==> config.mk <==
export PLATFORM = sky130hd
export DESIGN_NAME = mmio_mul32
export DESIGN_NICKNAME = d
export VERILOG_FILES = /design/src/rtl/mul32_pkg.sv /design/src/rtl/mul_addr_dec.sv /design/src/rtl/mul_core.sv /design/src/rtl/mul_rdmux.sv /design/src/rtl/mmio_mul32.sv
export SDC_FILE = /design/constraint.sdc
export NUM_CORES = 2
export LEC_CHECK = 0
export BUFFER_PORTS_ARGS = -buffer_cell sky130_fd_sc_hd__buf_2
export CORE_ASPECT_RATIO = 1.75
export CORE_MARGIN = 2
export CORE_UTILIZATION = 40
export CTS_CLUSTER_DIAMETER = 50
export DETAILED_ROUTE_END_ITERATION = 8
export PLACE_DENSITY_LB_ADDON = 0.1
export SYNTH_ARGS = -nofsm -noshare
export SYNTH_HDL_FRONTEND = slang
export SYNTH_SLANG_ARGS = --single-unit
==> constraint.sdc <==
create_clock -name clk -period 7.5 [get_ports clk]
set_input_delay 0.375 -clock clk [delete_from_list [all_inputs] [get_ports clk]]
set_output_delay 0.375 -clock clk [all_outputs]
set_load 0.02 [all_outputs]
==> src/rtl/mul32_pkg.sv <==
package mul32_pkg;

    // Register word offsets; the operand-one low address encodes the mode.
    localparam int OFS_A_LO_UNS = 'h140;
    localparam int OFS_A_HI_UNS = 'h142;
    localparam int OFS_A_LO_SGN = 'h144;
    localparam int OFS_A_HI_SGN = 'h146;
    localparam int OFS_B_LO     = 'h150;
    localparam int OFS_B_HI     = 'h152;
    localparam int OFS_P_BASE   = 'h154;

    typedef enum logic {
        MODE_UNS = 1'b0,
        MODE_SGN = 1'b1
    } mul_mode_e;

endpackage

==> src/rtl/mul_addr_dec.sv <==
module mul_addr_dec #(
    parameter int ADDR_W = 9
) (
    input  logic              wr_en,
    input  logic [ADDR_W-1:0] addr,
    output logic              a_lo_uns,
    output logic              a_lo_sgn,
    output logic              a_hi,
    output logic              b_lo,
    output logic              b_hi
);
    import mul32_pkg::*;

    always_comb begin
        a_lo_uns = wr_en && (addr == ADDR_W'(OFS_A_LO_UNS));
        a_lo_sgn = wr_en && (addr == ADDR_W'(OFS_A_LO_SGN));
        a_hi     = wr_en && ((addr == ADDR_W'(OFS_A_HI_UNS)) ||
                             (addr == ADDR_W'(OFS_A_HI_SGN)));
        b_lo     = wr_en && (addr == ADDR_W'(OFS_B_LO));
        b_hi     = wr_en && (addr == ADDR_W'(OFS_B_HI));
    end

endmodule

==> src/rtl/mul_core.sv <==
module mul_core #(
    parameter int OP_W = 32
) (
    input  logic [OP_W-1:0]   a,
    input  logic [OP_W-1:0]   b,
    input  logic              sgn,
    output logic [2*OP_W-1:0] p
);
    localparam int PROD_W = 2 * OP_W;

    logic [PROD_W-1:0] a_ext;
    logic [PROD_W-1:0] b_ext;

    // Sign or zero extension to the product width; the low PROD_W bits of
    // the extended product are correct in both modes.
    always_comb begin
        a_ext = {{OP_W{sgn & a[OP_W-1]}}, a};
        b_ext = {{OP_W{sgn & b[OP_W-1]}}, b};
        p     = a_ext * b_ext;
    end

endmodule

==> src/rtl/mul_rdmux.sv <==
module mul_rdmux #(
    parameter int HALF_W = 16,
    parameter int ADDR_W = 9,
    parameter int NWORDS = 4
) (
    input  logic [ADDR_W-1:0]        addr,
    input  logic [NWORDS*HALF_W-1:0] prod,
    output logic [HALF_W-1:0]        data
);
    import mul32_pkg::*;

    logic [HALF_W-1:0] part [NWORDS];

    for (genvar w = 0; w < NWORDS; w++) begin : g_word
        localparam logic [ADDR_W-1:0] WADDR = ADDR_W'(OFS_P_BASE + 2 * w);
        assign part[w] = (addr == WADDR) ? prod[w*HALF_W +: HALF_W] : '0;
    end

    always_comb begin
        data = '0;
        for (int i = 0; i < NWORDS; i++) begin
            data = data | part[i];
        end
    end

endmodule

==> src/rtl/mmio_mul32.sv <==
module mmio_mul32 #(
    parameter int HALF_W = 16,
    parameter int ADDR_W = 9
) (
    input  logic              clk,
    input  logic              rst_n,
    input  logic              wr_en,
    input  logic              rd_en,
    input  logic [ADDR_W-1:0] addr,
    input  logic [HALF_W-1:0] wdata,
    output logic [HALF_W-1:0] rdata
);
    import mul32_pkg::*;

    localparam int OP_W   = 2 * HALF_W;
    localparam int PROD_W = 2 * OP_W;
    localparam int NWORDS = PROD_W / HALF_W;

    typedef struct packed {
        logic [OP_W-1:0]   op_a;
        logic [OP_W-1:0]   op_b;
        mul_mode_e         mode;
        logic              start;
        logic [PROD_W-1:0] prod;
        logic [HALF_W-1:0] rdata;
    } mul_state_t;

    mul_state_t s_d, s_q;

    logic              hit_a_lo_uns, hit_a_lo_sgn, hit_a_hi, hit_b_lo, hit_b_hi;
    logic [PROD_W-1:0] core_p;
    logic [HALF_W-1:0] mux_data;

    // Plain views of state used by the bound checker.
    logic              start_q;
    logic [PROD_W-1:0] prod_q;
    logic [OP_W-1:0]   op_a_q;
    logic              sgn_q;

    mul_addr_dec #(.ADDR_W(ADDR_W)) u_dec (
        .wr_en    (wr_en),
        .addr     (addr),
        .a_lo_uns (hit_a_lo_uns),
        .a_lo_sgn (hit_a_lo_sgn),
        .a_hi     (hit_a_hi),
        .b_lo     (hit_b_lo),
        .b_hi     (hit_b_hi)
    );

    mul_core #(.OP_W(OP_W)) u_core (
        .a   (s_q.op_a),
        .b   (s_q.op_b),
        .sgn (s_q.mode == MODE_SGN),
        .p   (core_p)
    );

    mul_rdmux #(.HALF_W(HALF_W), .ADDR_W(ADDR_W), .NWORDS(NWORDS)) u_rdmux (
        .addr (addr),
        .prod (s_q.prod),
        .data (mux_data)
    );

    always_comb begin
        s_d       = s_q;
        s_d.start = 1'b0;

        if (hit_a_lo_uns || hit_a_lo_sgn) begin
            s_d.op_a = OP_W'(wdata);
            s_d.mode = hit_a_lo_sgn ? MODE_SGN : MODE_UNS;
        end
        if (hit_a_hi) begin
            s_d.op_a[OP_W-1:HALF_W] = wdata;
        end
        if (hit_b_lo) begin
            s_d.op_b = OP_W'(wdata);
        end
        if (hit_b_hi) begin
            s_d.op_b[OP_W-1:HALF_W] = wdata;
            s_d.start               = 1'b1;
        end

        if (s_q.start) begin
            s_d.prod = core_p;
        end

        if (rd_en) begin
            s_d.rdata = mux_data;
        end
    end

    always_ff @(posedge clk or negedge rst_n) begin
        if (!rst_n) begin
            s_q <= '0;
        end else begin
            s_q <= s_d;
        end
    end

    assign rdata   = s_q.rdata;
    assign start_q = s_q.start;
    assign prod_q  = s_q.prod;
    assign op_a_q  = s_q.op_a;
    assign sgn_q   = (s_q.mode == MODE_SGN);

endmodule

==> impl_metrics.csv <==
group,metric,value,unit
grt,grt_max_degree,71,
logic_synthesis,yosys-top-cells-area,"fa_1 (52%), inv_1 (9.6%), dfrtp_1 (8.4%)",
timing,rsz0062_at_grt,"true",
cts,tritoncts,"yes",
timing,period_share,104,%
worst_setup_path,end_kind,"flop",
drt,drt_iter0_markers,1735,
min_path,hold_path.class,"primary input to flop",
final_layout,drive_above_1_share,22.2,%
grt,antenna_found_initial,4,
final_layout,nets,6418,
cts,clockBufferDepth,2,
worst_setup_path,crit_path_max_incr_delay,630,ps
worst_setup_path,r2r_cells,28,
power,power,2.46,mW
worst_setup_path,start_kind,"flop",
drt,highest_layer,"met5",
grt,grt_pass1_vias,38000,
grt,grt_usage,28.8,%
drt,wl_per_cell,23.4,µm
cts,clk_pin_slew,70,ps
final_layout,final_area,0.0531,mm²
place,place.port_buffers,44,
place,dp_hpwl,129000,µm
logic_synthesis,synth-edff-count,0,
timing,tightest_slew,1220,ps
cts,cts_sinks,146,
outcome,status,"finished with violations",
timing,whs,268,ps
logic_synthesis,async_reset_ff_share,100,%
die,start_util,40.3,%
timing,fmax,128,MHz
drt,antenna_left,0,
logic_synthesis,ys_types,63,
drt,vias,33000,
timing,slew_violations,0,
final_layout,layout_commonest_cell,"fa_1",
drt,drc,0,
logic_synthesis,synth-seq-cells,146,
logic_synthesis,yosys.area.top_type,"fa_1",
logic_synthesis,synth_cells,4620,
drt,routed_wl,153000,µm
power,leakagePower,26.3,nW
power,p_per_area,46.3,mW/mm²
cts,h-tree-depth,4,
die,die_y,441,µm
cts,cts_root_buf,"clkbuf_16",
timing,layout_setup_ws,-284,ps
drt,wl_met2,84300,µm
worst_setup_path,worst-setup-path-type,"flop to flop",
timing,slew_headroom,18.4,%
cts,cts_buffers,17,
logic_synthesis,synth_nets,5986,
outcome,violations,"negative setup slack",
grt,grt-ovfl-total,0,
power,ir_drop,0.136,mV
timing,finalHoldViolations,0,
final_layout,final_cell_mix,"fa_1 (1072), inv_1 (1049), nand2_1 (743)",
place,routabilityCongestion,0.954,
logic_synthesis,synth_area,0.0437,mm²
worst_setup_path,critPathMaxFanout,6,
min_path,min_path_cells,2,
die,dieArea,0.112,mm²
final_layout,syn_to_final_growth,21.5,%
die,io-pin-count,45,
logic_synthesis,synth_top_area_share,51.5,%
worst_setup_path,crit_path_frequent_cell,"fa_1",
logic_synthesis,yosysSeqAreaShare,8.36,%
drt,viasPerCell,5.06,
timing,skew,22.7,ps
timing,setup_viol,16,
logic_synthesis,synth_area_per_cell,9.46,µm²
grt,grt_pass1_wl,234000,µm
die,core,0.109,mm²
die,die_x,254,µm
drt,met3_length,4320,µm
timing,fin_setup_tns,-1720,ps
worst_setup_path,worstPathArrival,8120,ps
run,max_cap_violations,0,
logic_synthesis,synth_warnings,0,
drt,drt_pass1_iterations,9,
worst_setup_path,critPathSlowestCell,"fa_2",
logic_synthesis,dominantRegCellSynth,"dfrtp_1",
timing,layout_min_cycle_time,7780,ps
worst_setup_path,cp.required,7840,ps
cts,insertion_delay,460,ps
place,place_area,0.0501,mm²
drt,wl_met1,50900,µm
die,row_count,160,
place,dp_slack,-744,ps
routing by layer:
metal  global-route usage, %  up-vias
li1                        -    14300
met1                    29.9    17500
met2                    55.0      818
met3                    1.90      380
met4                    19.2        2
met5                       0        -
worst max-delay path: cells and delay by family, from the launching register on:
family	cells	cell delay (ps)
adders and majority gates	9	4350
buffers and inverters	8	860
muxes	1	250
xor gates and xnor gates	1	150
DFF	1	440
AOI/OAI and AO/OA	8	1430
and+or+nand+nor	1	170
sequential cells by signal, summed over array words and instances (netlist names):
name	cells
start_q	1
prod_q	64
sgn_q	1
rdata	16
s_q	32
op_a_q	32
Yosys cell counts, types with 20 or more instances:
master and n:
mux2_2 77, a22o_1 32, and2_1 347, fa_1 1125
a21o_1 40, dfrtp_1 146, clkbuf_1 255, nand2_1 760
ha_1 212, xnor2_1 51, a21oi_1 76, a31oi_1 26
and3_1 21, inv_1 1115, o21ai_0 23, xor2_1 20
nor2_1 81
repair_timing:
item                       in CTS  in global routing
hold buffers                    1                  0
buffers inserted               51                 40
pin swaps                     138                 94
setup endpoints to repair      36                 35
cloned                          2                  1
resized for setup             277                151
hold endpoints to repair       68                  0
worst paths after layout:
path	startpoint	to	slack [ps]
worst min register to register	prod_q[12]$_DFFE_PN0P_	prod_q[12]$_DFFE_PN0P_	490
min in group asynchronous	rst_n	rdata[14]$_DFFE_PN0P_	500
worst max-delay path	sgn_q$_DFFE_PN0P_	prod_q[59]$_DFFE_PN0P_	-280
max in group asynchronous	rst_n	op_a_q[31]$_DFFE_PN0P_	5830
worst max register to register	sgn_q$_DFFE_PN0P_	prod_q[59]$_DFFE_PN0P_	-280
worst min-delay path	wdata[6]	op_a_q[22]$_DFFE_PN0P_	270
cell type report:
type                       instances  area, µm²
sequential                       146       3670
antenna                            1       2.50
timing repair buffer             690       6620
clock buffer                      18        439
multi-input combinational       3082      36200
clock inverter                    14        166
fill                           10400      55400
inverter                        1115       4200
tap                             1458       1820
through the flow:
stage                     instances  utilization (%)
after floorplan                4620                -
after global placement         6407             46.1
after detailed placement       6407             46.1
after CTS                      6486             48.2
after global routing           6523             48.9
final                          6524             48.9
report_power, final:
part	internal [mW]	switching, mW	total, mW
Sequential	0.809	0.0227	0.831
Combinational	0.287	0.453	0.740
Clock	0.484	0.405	0.889
cells by family (layout without fill, tap and decap cells):
family                     count (synthesis)  after routing  synth area share [%]
buffers and inverters                   1392           1837                  12.1
DFF                                      146            146                  8.36
adders and majority gates               1337           1337                  57.6
and+or+nand+nor                         1299           1299                  13.7
muxes                                     78             78                  2.02
xor gates and xnor gates                  71             71                  1.42
other                                      0              1                     0
AOI/OAI and AO/OA                        297            297                  4.74
No activity file was read; power rests on OpenSTA's default activity.
